File: src/rtl/dir_pkg.sv
package dir_pkg;

  typedef enum logic [1:0] {
    OP_READ  = 2'd0,
    OP_WRITE = 2'd1,
    OP_WBACK = 2'd2,
    OP_RSVD  = 2'd3
  } op_e;

  typedef enum logic [1:0] {
    MSG_DOWNGRADE    = 2'd0,
    MSG_INVAL        = 2'd1,
    MSG_RECALL_INVAL = 2'd2,
    MSG_RSVD         = 2'd3
  } msg_e;

  // Power-on contents of block a: base pattern plus three per block.
  function automatic logic [63:0] blk_seed(input int unsigned a);
    return 64'h5A00_0000 + 64'(a) * 64'd3;
  endfunction

endpackage

File: src/rtl/dir_pick.sv
module dir_pick #(
  parameter int N  = 4,
  localparam int IW = (N > 1) ? $clog2(N) : 1
) (
  input  logic [N-1:0]  vec,
  output logic [IW-1:0] idx,
  output logic          any
);
  // Lowest set index wins.
  always_comb begin
    idx = '0;
    for (int i = N - 1; i >= 0; i--) begin
      if (vec[i]) idx = IW'(i);
    end
  end
  assign any = |vec;
endmodule

File: src/rtl/dir_array.sv
module dir_array
  import dir_pkg::*;
#(
  parameter int NBLK = 16,
  parameter int NPE  = 4,
  parameter int DW   = 32,
  localparam int AW  = (NBLK > 1) ? $clog2(NBLK) : 1
) (
  input  logic            clk,
  input  logic            rst_n,
  input  logic [AW-1:0]   rd_addr,
  output logic [NPE-1:0]  rd_pres,
  output logic            rd_dirty,
  output logic [DW-1:0]   rd_data,
  input  logic            wr_en,
  input  logic [AW-1:0]   wr_addr,
  input  logic [NPE-1:0]  wr_pres,
  input  logic            wr_dirty,
  input  logic            wr_data_en,
  input  logic [DW-1:0]   wr_data
);
  logic [NPE-1:0] pres_a  [NBLK];
  logic           dirty_a [NBLK];
  logic [DW-1:0]  data_a  [NBLK];

  always_ff @(posedge clk) begin
    if (!rst_n) begin
      for (int b = 0; b < NBLK; b++) begin
        pres_a[b]  <= '0;
        dirty_a[b] <= 1'b0;
        data_a[b]  <= DW'(blk_seed(b));
      end
    end else if (wr_en) begin
      pres_a[wr_addr]  <= wr_pres;
      dirty_a[wr_addr] <= wr_dirty;
      if (wr_data_en) data_a[wr_addr] <= wr_data;
    end
  end

  assign rd_pres  = pres_a[rd_addr];
  assign rd_dirty = dirty_a[rd_addr];
  assign rd_data  = data_a[rd_addr];

  // A dirty entry must name exactly one owner.
  p_dirty_sole_owner_r4: assert property (@(posedge clk) disable iff (!rst_n)
    (wr_en && wr_dirty) |-> ($countones(wr_pres) == 1));
endmodule

File: src/rtl/dir_coherence_ctrl.sv
module dir_coherence_ctrl
  import dir_pkg::*;
#(
  parameter int NPE  = 4,
  parameter int NBLK = 16,
  parameter int DW   = 32,
  localparam int IW  = (NPE > 1) ? $clog2(NPE) : 1,
  localparam int AW  = (NBLK > 1) ? $clog2(NBLK) : 1
) (
  input  logic          clk,
  input  logic          rst_n,
  input  logic          req_valid,
  output logic          req_ready,
  input  logic [IW-1:0] req_src,
  input  logic [1:0]    req_op,
  input  logic [AW-1:0] req_addr,
  input  logic [DW-1:0] req_wdata,
  output logic          cmd_valid,
  input  logic          cmd_ready,
  output logic [IW-1:0] cmd_dst,
  output logic [1:0]    cmd_msg,
  output logic [AW-1:0] cmd_addr,
  input  logic          ack_valid,
  output logic          ack_ready,
  input  logic [IW-1:0] ack_src,
  input  logic [DW-1:0] ack_data,
  output logic          rsp_valid,
  input  logic          rsp_ready,
  output logic [IW-1:0] rsp_dst,
  output logic [DW-1:0] rsp_data
);
  typedef enum logic [2:0] {S_IDLE, S_EVAL, S_SEND, S_WAIT, S_FIN, S_RESP} st_e;

  st_e            state_q;
  logic [IW-1:0]  src_q;
  op_e            op_q;
  logic [AW-1:0]  addr_q;
  logic [DW-1:0]  wdata_q;
  logic [NPE-1:0] pres_q, snap_q, tosend_q, wait_q;
  msg_e           msg_q;
  logic [DW-1:0]  data_q;
  logic           fin_dirty_q, fin_wen_q, fin_wb_q;

  // Named events for assertions.
  logic req_fire, cmd_fire, ack_fire, rsp_fire, acks_done;
  logic [NPE-1:0] src_bit, dst_bit, ack_bit;

  logic [NPE-1:0] rd_pres;
  logic           rd_dirty;
  logic [DW-1:0]  rd_data;
  logic           wr_en;
  logic [NPE-1:0] wr_pres;

  logic [IW-1:0]  pick_idx;
  logic           pick_any;

  dir_array #(.NBLK(NBLK), .NPE(NPE), .DW(DW)) u_array (
    .clk(clk), .rst_n(rst_n),
    .rd_addr(addr_q), .rd_pres(rd_pres), .rd_dirty(rd_dirty), .rd_data(rd_data),
    .wr_en(wr_en), .wr_addr(addr_q), .wr_pres(wr_pres), .wr_dirty(fin_dirty_q),
    .wr_data_en(fin_wen_q), .wr_data(data_q)
  );

  dir_pick #(.N(NPE)) u_pick (.vec(tosend_q), .idx(pick_idx), .any(pick_any));

  assign req_ready = (state_q == S_IDLE);
  assign cmd_valid = (state_q == S_SEND) && pick_any;
  assign cmd_dst   = pick_idx;
  assign cmd_msg   = msg_q;
  assign cmd_addr  = addr_q;
  assign ack_ready = (state_q == S_SEND) || (state_q == S_WAIT);
  assign rsp_valid = (state_q == S_RESP);
  assign rsp_dst   = src_q;
  assign rsp_data  = data_q;

  assign req_fire  = req_valid && req_ready;
  assign cmd_fire  = cmd_valid && cmd_ready;
  assign ack_fire  = ack_valid && ack_ready;
  assign rsp_fire  = rsp_valid && rsp_ready;
  assign acks_done = (wait_q == '0);
  assign src_bit   = NPE'(1) << src_q;
  assign dst_bit   = NPE'(1) << pick_idx;
  assign ack_bit   = (NPE'(1) << ack_src) & wait_q;

  // Final presence vector written when the transaction closes.
  always_comb begin
    case (op_q)
      OP_READ, OP_WRITE: wr_pres = pres_q | src_bit;
      OP_WBACK:          wr_pres = fin_wb_q ? (pres_q & ~src_bit) : pres_q;
      default:           wr_pres = pres_q;
    endcase
  end
  assign wr_en = (state_q == S_FIN);

  // Lookup decision terms.
  logic           owner_other, owner_self;
  logic [NPE-1:0] wr_targets;
  assign owner_other = rd_dirty && !rd_pres[src_q];
  assign owner_self  = rd_dirty &&  rd_pres[src_q];
  assign wr_targets  = owner_other ? rd_pres : (rd_pres & ~src_bit);

  always_ff @(posedge clk) begin
    if (!rst_n) begin
      state_q     <= S_IDLE;
      src_q       <= '0;
      op_q        <= OP_READ;
      addr_q      <= '0;
      wdata_q     <= '0;
      pres_q      <= '0;
      snap_q      <= '0;
      tosend_q    <= '0;
      wait_q      <= '0;
      msg_q       <= MSG_DOWNGRADE;
      data_q      <= '0;
      fin_dirty_q <= 1'b0;
      fin_wen_q   <= 1'b0;
      fin_wb_q    <= 1'b0;
    end else begin
      case (state_q)
        S_IDLE: if (req_fire) begin
          src_q   <= req_src;
          op_q    <= op_e'(req_op);
          addr_q  <= req_addr;
          wdata_q <= req_wdata;
          state_q <= S_EVAL;
        end
        S_EVAL: begin
          pres_q   <= rd_pres;
          snap_q   <= rd_pres;
          data_q   <= rd_data;
          fin_wb_q <= 1'b0;
          case (op_q)
            OP_READ: begin
              fin_dirty_q <= owner_self;
              fin_wen_q   <= owner_other;
              msg_q       <= MSG_DOWNGRADE;
              tosend_q    <= owner_other ? rd_pres : '0;
              wait_q      <= owner_other ? rd_pres : '0;
              state_q     <= owner_other ? S_SEND : S_FIN;
            end
            OP_WRITE: begin
              fin_dirty_q <= 1'b1;
              fin_wen_q   <= owner_other;
              msg_q       <= owner_other ? MSG_RECALL_INVAL : MSG_INVAL;
              tosend_q    <= wr_targets;
              wait_q      <= wr_targets;
              state_q     <= (wr_targets != '0) ? S_SEND : S_FIN;
            end
            OP_WBACK: begin
              fin_dirty_q <= owner_self ? 1'b0 : rd_dirty;
              fin_wen_q   <= owner_self;
              fin_wb_q    <= owner_self;
              data_q      <= owner_self ? wdata_q : rd_data;
              tosend_q    <= '0;
              wait_q      <= '0;
              state_q     <= S_FIN;
            end
            default: begin
              fin_dirty_q <= rd_dirty;
              fin_wen_q   <= 1'b0;
              tosend_q    <= '0;
              wait_q      <= '0;
              state_q     <= S_FIN;
            end
          endcase
        end
        S_SEND, S_WAIT: begin
          if (cmd_fire) begin
            tosend_q <= tosend_q & ~dst_bit;
            if ((tosend_q & ~dst_bit) == '0) state_q <= S_WAIT;
          end
          if (ack_fire && (ack_bit != '0)) begin
            wait_q <= wait_q & ~ack_bit;
            if (msg_q != MSG_DOWNGRADE) pres_q <= pres_q & ~ack_bit;
            if (msg_q != MSG_INVAL)     data_q <= ack_data;
          end
          if (state_q == S_WAIT && acks_done) state_q <= S_FIN;
        end
        S_FIN:  state_q <= S_RESP;
        S_RESP: if (rsp_fire) state_q <= S_IDLE;
        default: state_q <= S_IDLE;
      endcase
    end
  end

  // Messages only reach elements marked at lookup, never the requester.
  p_cmd_marked_r8: assert property (@(posedge clk) disable iff (!rst_n)
    cmd_valid |-> (snap_q[cmd_dst] && (cmd_dst != src_q)));
  // No grant while an acknowledgement is owed.
  p_grant_after_acks_r9: assert property (@(posedge clk) disable iff (!rst_n)
    rsp_valid |-> acks_done);
  // A write leaves no other sharer behind.
  p_write_excl_r4: assert property (@(posedge clk) disable iff (!rst_n)
    (state_q == S_FIN && op_q == OP_WRITE) |-> ((pres_q & ~src_bit) == '0));
  // Accepted request blocks the port.
  p_busy_blocks_req_r10: assert property (@(posedge clk) disable iff (!rst_n)
    req_fire |=> !req_ready);
  // Stalled outputs hold.
  p_cmd_hold_r11: assert property (@(posedge clk) disable iff (!rst_n)
    (cmd_valid && !cmd_ready) |=> (cmd_valid && $stable(cmd_dst)));
  p_rsp_hold_r11: assert property (@(posedge clk) disable iff (!rst_n)
    (rsp_valid && !rsp_ready) |=> (rsp_valid && $stable(rsp_data)));
endmodule

File: config.mk
export PLATFORM = sky130hd
export DESIGN_NAME = dir_coherence_ctrl
export DESIGN_NICKNAME = d
export VERILOG_FILES = /design/src/rtl/dir_pkg.sv /design/src/rtl/dir_pick.sv /design/src/rtl/dir_array.sv /design/src/rtl/dir_coherence_ctrl.sv
export SDC_FILE = /design/constraint.sdc
export NUM_CORES = 1
export LEC_CHECK = 0
export ABC_AREA = 1
export BUFFER_PORTS_ARGS = -buffer_cell sky130_fd_sc_hd__buf_2
export CAP_MARGIN = 30
export CORE_MARGIN = 1
export CORE_UTILIZATION = 45
export CTS_CLUSTER_DIAMETER = 200
export CTS_CLUSTER_SIZE = 24
export DETAILED_ROUTE_END_ITERATION = 6
export PLACE_DENSITY = 0.67
export SLEW_MARGIN = 10
export SYNTH_ARGS = -nofsm -noshare
export SYNTH_HDL_FRONTEND = slang
export SYNTH_HIERARCHICAL = 1
export SYNTH_SLANG_ARGS = --single-unit
File: constraint.sdc
create_clock -name clk -period 8.9 [get_ports clk]
set_clock_uncertainty 0.2 [all_clocks]
set_input_delay 0 -clock clk [delete_from_list [all_inputs] [get_ports clk]]
set_output_delay 0 -clock clk [all_outputs]
set_load 0.02 [all_outputs]
Yosys cells after proc, flatten, opt, wreduce, memory -nomap -nowiden:

Memory sizes are Yosys's and may differ from the RTL's. A register that Yosys moved wholly into a read port is not among the register bits.
Index checks and enable logic that the tools add are counted.

* flip-flop bits (word level): 92
* RAM bits: 592
* logic and storage cells: 140
* memories kept: 3

Memories
* u_array.data_a: words 16, bits a word 32, rd ports 1, clocked after Yosys merged registers in 1, wr ports 16, line dir_array.sv:24 `logic [DW-1:0] data_a [NBLK];`
* u_array.pres_a: words 16, bits a word 4, rd ports 1, clocked after Yosys merged registers in 1, wr ports 16, line dir_array.sv:22 `logic [NPE-1:0] pres_a [NBLK];`
* u_array.dirty_a: words 16, bits a word 1, rd ports 1, clocked after Yosys merged registers in 1, wr ports 16, line dir_array.sv:23 `logic dirty_a [NBLK];`

* $lt $le $gt $ge: 1
* equal/unequal tests: 16
* shift-type cells: 3
* mux-type cells: 61
* bitwise operators: 10
* reductions and logical operators: 33

Operator list (count)
* 32-bit two-way mux: 5
* 4-bit two-way mux: 17
* 32-bit case mux with 2 select lines: 1
* 4-bit case mux with 2 select lines: 5
* 32-bit OR reduction: 1
* 4-bit bitwise AND: 6
* 3-bit two-way mux: 7
* 1-bit two-way mux: 15
* 3-bit case mux with 5 select lines: 1
* 4-bit inverter: 3
* 1-bit by 2-bit left shift with 4-bit output, first input constant: 3
* 2-bit two-way mux: 5
* 1-bit logical AND: 9
* 4-bit logical NOT: 2
* 2-bit inequality test, second input constant: 4
* 2-bit AND reduction: 4
* 4-bit nonzero test: 2
* 4-bit OR reduction: 2
* 3-bit by 2-bit equality test with 1-bit output, second input constant: 2
* 3-bit equality test, second input constant: 2
* 2-bit by 1-bit inequality test with 1-bit output, second input constant: 3
* 3-bit inequality test, second input constant: 2
* 3-bit case mux with 2 select lines: 1
* 3-bit AND reduction: 2
* 17 further kinds: 20

Longest topological paths before layout:

Gate-level depths: netlist of run 1.

* depth in word-level cells: 12
* depth in mapped cells: 20
* mapped depth without buffers: 17

Hierarchy:

Netlist of run 1, hierarchy kept.

By module, submodules not included
* dir_array: times used 1, cells an instance 3196, area each 28122.0 um2
* dir_coherence_ctrl: times used 1, cells an instance 849, area each 5371.4 um2
* dir_pick: times used 1, cells an instance 9, area each 46.3 um2

Least setup slack after synthesis of run 1:

No wires, ideal clock.

* path kind: register to register
* start point: register state_q[0]
* end point: memory u_array.data_a[0][0], enable pin
* library setup time: 0.389 ns
* arrival: 2.409 ns
* required time: 8.311 ns
* slack: 5.901 ns
* stages on the path, launching flop included: 12
* path buffers: 2
* period minus slack after synthesis: 2.999 ns
* path through: dfxtp_1 > nor2_1 > inv_1 > nor2_1 > nand2_1 > nor3_2 > nand2_1 > nor2_2 > inv_1 > buf_2 > buf_6 > nand2_1

RTL lines
* from (decl): line dir_coherence_ctrl.sv:34 `st_e state_q;`
* from (signal assigned): line dir_coherence_ctrl.sv:139 `state_q <= owner_other ? S_SEND : S_FIN;`
* from (signal assigned): line dir_coherence_ctrl.sv:147 `state_q <= (wr_targets != '0) ? S_SEND : S_FIN;`
* to (decl): line dir_array.sv:24

==> run metrics, run 1 <==
Synth top area share=51.6%; Fillers=6,815; row cnt=99; critical path's slowest cell=dfxtp_4; Post-synth EDFFs=576; post-CTS setup buffers=0; drt pass-1 iters=7; hold path depth=4; Syn Area/Cell=8.27 um^2; CP max FO=63; failing checks=design-rule violations; synthesized instance count=4,054; fmax=0.227 GHz; fin crit share=49.5%; reg2reg end=u_array/data_a[15][19]; predominant post-synthesis flop cell=edfxtp_1; RSZ-0062 raised after global routing=no; crit path kind=reg2reg; critical path startpoint category=register; min cycle time layout=4410 ps; Final nets=4,186; vias in the first global route=24,800; P_sw=3.23 mW; GPL Wtd Cong=0.829; P_leak=15.8 nW; area of the mapped netlist=33,500 um^2; power density over the cells=228 nW/um^2; CTS Buf Count=34; P&R area growth vs syn=9.59%; ys async rst share=0%; total track usage=25.8%; Min Hold Slack=28.0 ps; worst path cell trace=buf_4, nand2_1, inv_2, nand4_1, nor2_2, inv_2, nand2_2, buf_4; starting density of the core=45.7%; worst reg2reg path depth=8; largest net degree at the start of global routing=198; Finish-stage setup viols=0; initial antenna violation count=0; internal power=5.14 mW; Die Ht=275 um; commonest non-fill, non-tap cell in the layout=nand2_1; die span in x=275 um; FF+latch count, synth=684; PortBufs=125; r2r startpoint=cmd_addr[0]; Critical Path End Type=register; Max clock buf depth=3; syn nets=4,134; most frequent cells in the layout=nand2_1, inv_1, edfxtp_1, nor2_1, nand3_1; WP data arrival=4420 ps; Clock Sinks=684; Max VDD drop=162 uV; Hold Crit Start=req_wdata[25]; WL/cell=19.6 um; Worst-path clk slew=100 ps; fin. max-slew vios=0; top cells by area, synth=edfxtp_1, nand2_1, inv_1; # H-tree levels=2; residual DRC count=1; grt ovf=0; HP Class=in2reg; Max-slew headroom=27.6%; TritonCTS clock tree=yes; Post-DP HPWL=57,400 um; Setup TNS=0 ps; Seq/Total Area, Yosys=58.0%; Fin. Hold Viols=0; Max-cap violations=0; later-pin clock latency in the skew report=590 ps; slew of the pin with the lowest slew margin=1090 ps; cell taking the most area after synthesis=edfxtp_1; antenna-violating nets left=0; layout cell share with drive strength beyond 1=7.19%; Distinct cells, synth=43; WP buf/inv=4; worst reg2reg setup slack=4490 ps; detailed-route via count=27,200; worst hold endpoint=wdata_q[25]; core area=73,300 um^2; die area=75,600 um^2; switching part of the total=38.6%; Reg power frac=46.1%; max incr delay on CP=750 ps; IO Count=126; Vias/cell=5.35; Ant. Diodes=0; total routed wirelength=99,800 um; family with the most delay on the worst path=buffers and inverters; Yosys Warn Count=6; first-pass GRT wire length=148,000 um; clock root buffer=clkbuf_16; outcome=complete, but fails checks; Comb pwr share=32.6%; CP required=8920 ps; initial DRC count=3,057; Clk pwr share=21.3%
==> cell usage after synthesis (all sizes together) (3+ instances only) <==
cell    instances
a21oi          96
buf            71
clkbuf        171
clkinv          3
dfxtp         108
edfxtp        576
inv           703
nand2        1111
nand3         509
nand4          38
nor2          575
nor3            5
o21ai          69
o22ai           8
==> state kept, by name, summed over array words and instances (netlist names) <==
register and flops:
u_array/data_a 512, u_array/dirty_a 16, wait_q 4, fin_wen_q 1, u_array/pres_a 64, tosend_q 4
pres_q 4, wdata_q 32, op_q 2, fin_wb_q 1, rsp_dst 2, cmd_addr 4
fin_dirty_q 1, state_q 3, cmd_msg 2, rsp_data 32
==> tightest hold or removal path: stages <==
cell and delay [ps]:
dlygate4sd3_1 520, buf_2 90, o21ai_0 70, a21oi_1 100
==> per-stage QoR <==
| stage | cells | area, um^2 | util, % | setup WS, ps | total power [mW] |
|---|---|---|---|---|---|
| final | 5090 | 36800 | 50.1 | 4490 | 8.37 |
| after global routing | 5090 | 36800 | 50.1 | 4320 | 8.75 |
| after CTS | 5090 | 36800 | 50.1 | 4590 | 8.33 |
| after detailed placement | 4932 | 34800 | 47.4 | 4620 | 6.54 |
| after global placement | 4920 | 34500 | 47.1 | 4560 | 6.49 |
| after floorplan | 4054 | 33500 | - | 5900 | 5.73 |
==> layer usage <==
layer,share of wire [%],track usage (%)
met5,0,0
met4,4.6,12.4
met3,9.3,3.12
met2,46,40.8
met1,40,35.4
==> worst max path at each step <==
stage / startpoint / end / slack [ps] / depth (start not counted)
floorplan: state_q[0] / u_array/data_a[0][0] / 5900 / 11
finish: cmd_addr[0] / u_array/data_a[15][19] / 4490 / 8
detailed placement: cmd_addr[0] / rsp_data[10] / 4620 / 15
global placement: cmd_addr[0] / u_array/data_a[13][14] / 4560 / 7
CTS: cmd_addr[0] / u_array/data_a[15][24] / 4590 / 8
global route: cmd_addr[0] / u_array/data_a[15][23] / 4320 / 8
==> timing repair <==
item | 4_1_cts | 5_1_grt
hold buffers | 97 | 0
endpoints found under the hold margin | 90 | 0
gates resized for setup | 0 | 0
==> layout make-up <==
| class | instances | area (um^2) | share of cell area, % |
|---|---|---|---|
| sequential | 684 | 19500 | 53.0 |
| inverter | 706 | 2670 | 7.25 |
| timing repair buffer | 260 | 2080 | 5.66 |
| clock buffer | 59 | 966 | 2.63 |
| multi-input combinational | 2420 | 10300 | 28.2 |
| tap | 959 | 1200 | 3.26 |
| clock inverter | 2 | 25.0 | 0.0681 |
==> kinds of logic after synthesis <==
family / after synthesis / synth area share [%]
buffers and inverters: 950 / 11.3
AO/OA/AOI/OAI: 179 / 2.83
flip-flops: 684 / 58.0
AND/OR/NAND/NOR: 2241 / 27.9
==> power groups by stage <==
stage	Combinational [mW]	Clock (mW)	Sequential (mW)
final	2.73	1.78	3.86
after global routing	2.96	1.91	3.88
after CTS	2.67	1.80	3.86
after detailed placement	2.60	0	3.93
after global placement	2.56	0	3.93
after floorplan	1.84	0	3.89
Power figures use the tool's default switching activity.
==> inputs of run 2 (changes only) <==
Settings changed: ABC_AREA 1 to 0, PLACE_DENSITY 0.67 to 0.7.
Clock period 8.9 ns to 3.7 ns, I/O delays scaled along.
==> run metrics, run 2 <==
synthesized instance count=2,333 (-42%); RSZ-0062 raised after global routing=no; cell taking the most area after synthesis=edfxtp_1; Finish-stage setup viols=0 (unchanged); initial DRC count=3,426 (+12%); family with the most delay on the worst path=buffers and inverters; Distinct cells, synth=62 (+44%); GPL Wtd Cong=0.864 (+4.3%); CTS resizes=0 (unchanged); cell with the most instances after synthesis=edfxtp_1; predominant post-synthesis flop cell=edfxtp_1; Fin. Hold Viols=0 (unchanged); max incr delay on CP=560 ps (-190 ps); area of the mapped netlist=30,200 um^2 (-10%); ys async rst share=0% (unchanged); Syn Area/Cell=12.9 um^2 (+56%); largest net degree at the start of global routing=116 (-41%); post-CTS setup buffers=0 (unchanged); WL/cell=26.6 um (+36%); layout cell share with drive strength beyond 1=17.7% (+10 points); Worst-path clk slew=110 ps (about the same); core area=66,100 um^2 (-9.9%); P&R area growth vs syn=16.3%; total routed wirelength=92,800 um (-7.0%); Max VDD drop=364 uV (+120%); Post-DP HPWL=53,500 um (-6.8%); area of the multi-input gates=9830 um^2 (-5.0%); Synth top cells by count=edfxtp_1, nor2_1, nand2_1; later-pin clock latency in the skew report=610 ps (+20 ps); Max-cap violations=0 (unchanged); starting density of the core=45.7% (-0.088 points); Vias/cell=6.35 (+19%); critical path startpoint category=register; fin. max-slew vios=0 (unchanged); P_leak=11.6 nW (-27%); PortBufs=125 (unchanged); min cycle time layout=3600 ps (-806 ps); Clock Sinks=684 (unchanged); Seq/Total Area, Yosys=64.5% (+6.5 points); Max clock buf depth=3 (unchanged); Yosys Warn Count=6 (unchanged); grt ovf=0 (unchanged); Min Hold Slack=89.4 ps (+61.4 ps); WP data arrival=3890 ps (-530 ps); most frequent cells in the layout=edfxtp_1, nor2_1, nand2_1, dlygate4sd3_1, mux4_2; CP required=3990 ps (-4930 ps); critical path's slowest cell=dfxtp_4; IO Count=126 (unchanged); antenna-violating nets left=0 (unchanged); Reg area=19,500 um^2 (about the same); clock root buffer=clkbuf_16; slew of the pin with the lowest slew margin=927 ps (-159 ps); WP buf/inv=3 (-1); row cnt=94 (-5.1%); # H-tree levels=2 (unchanged); Most flops, register=u_array/data_a; Synth top area share=57.3% (+5.8 points); top cells by area, synth=edfxtp_1, mux4_2, dfxtp_1; biggest regs=u_array/data_a: 512 flops, u_array/pres_a: 64 flops; Critical Path End Type=register; CP max FO=32 (-49%); die span in x=261 um (-5.1%); crit path kind=reg2reg; Post-synth EDFFs=576 (unchanged); HP Class=in2reg; FF+latch count, synth=684 (unchanged); detailed-route via count=22,100 (-19%); die area=68,100 um^2 (-10%); worst path cell trace=buf_4, mux4_2, a22oi_1, nand2_1, and3b_1, buf_4, nand2_1, buf_12, o31ai_1, o32ai_1; drt pass-1 iters=7 (unchanged); power density over the cells=440 nW/um^2 (+93%); Final nets=2,679 (-36%); vias in the first global route=22,200 (-10%); outcome=finished clean; fmax=0.278 GHz (+22%); fin crit share=97.3% (+48 points); Fillers=5,279 (-23%); Die Ht=261 um (-5.1%); total track usage=27.1% (+1.3 points); commonest non-fill, non-tap cell in the layout=edfxtp_1; Setup TNS=0 ps (unchanged); max FFs per register=512 (unchanged); TritonCTS clock tree=yes; residual DRC count=0 (-1); first-pass GRT wire length=137,000 um (-7.2%); initial antenna violation count=3 (+3); CTS Buf Count=34 (unchanged); syn nets=2,413 (-42%); Max-slew headroom=38.0% (+10 points)
run 2: changes by cell type after synthesis, moves of 22 or more:
cell | previous run | this run
nand2_1 | 1091 | 315
inv_1 | 679 | 41
nand3_1 | 507 | 19
mux4_2 | 0 | 149
nor2_1 | 559 | 437
a22oi_1 | 0 | 74
and3_1 | 1 | 50
clkbuf_1 | 166 | 127
o31ai_1 | 0 | 38
nand4_1 | 38 | 1
a211o_1 | 0 | 33
o32ai_1 | 0 | 33
inv_2 | 24 | 2
run 2: stage by stage:
stage	worst slack [ps]	std cells	instance area (um^2)	util (%)	power (mW)
final	99.0	3486	35100	53.1	15.5
after global routing	3.48	3483	35100	53.1	15.8
after CTS	206	3480	35100	53.0	15.3
after detailed placement	226	3227	32100	48.5	11.0
after global placement	312	3226	32100	48.5	11.0
after floorplan	5.51	2333	30200	-	10.2
run 2: cell families (layout without fill, tap and decap cells):
group,Yosys count,after routing,synth area share (%)
buffers and inverters,247,532,3.69
and+or+nand+nor,891,891,12.3
AOI/OAI and AO/OA,354,354,8.10
DFF,684,684,64.5
other,0,4,0
muxes,157,157,11.4
run 2: per-layer routing:
layer  up-vias  global-route usage (%)  wire (um)
li1       9093                       -          -
met1     10900                    34.8      32400
met2      1685                    42.7      43800
met3       450                    6.69      11000
met4         4                    14.3       5650
met5         -                  0.0694         18
run 2: path summary, 6_finish.rpt:
path,start,slack [ps],to,depth (start not counted)
hold reg to reg,u_array/dirty_a[5],280,u_array/dirty_a[5],2
setup reg to reg,cmd_addr[0],100,rsp_data[10],10
setup / recovery,cmd_addr[0],100,rsp_data[10],10
hold / removal,ack_data[15],90,rsp_data[15],4
run 2: final cells by class:
type | count | share of cell area [%]
Multi-Input combinational cell | 1402 | 28.0
Clock buffer | 52 | 2.68
Sequential cell | 684 | 55.5
Clock inverter | 3 | 0.128
Antenna cell | 4 | 0.0285
Timing Repair Buffer | 433 | 10.1
Tap cell | 864 | 3.08
Inverter | 44 | 0.471
run 2: worst min-delay path: cells and delay by family:
family	cells	cell delay [ps]
compound gates	2	210
buf+inv	2	660
run 2: timing repair:
action / in CTS / in global routing
hold endpoints to repair: 138 / 0
endpoints found under the setup margin: 0 / 0
hold buffers: 198 / 0
run 2: report_power, final:
| part | internal [mW] | total, mW | switching [mW] |
|---|---|---|---|
| clock | 1.80 | 4.27 | 2.47 |
| sequential | 8.59 | 8.83 | 0.235 |
| combinational | 0.975 | 2.36 | 1.38 |
| total | 11.4 | 15.5 | 4.09 |
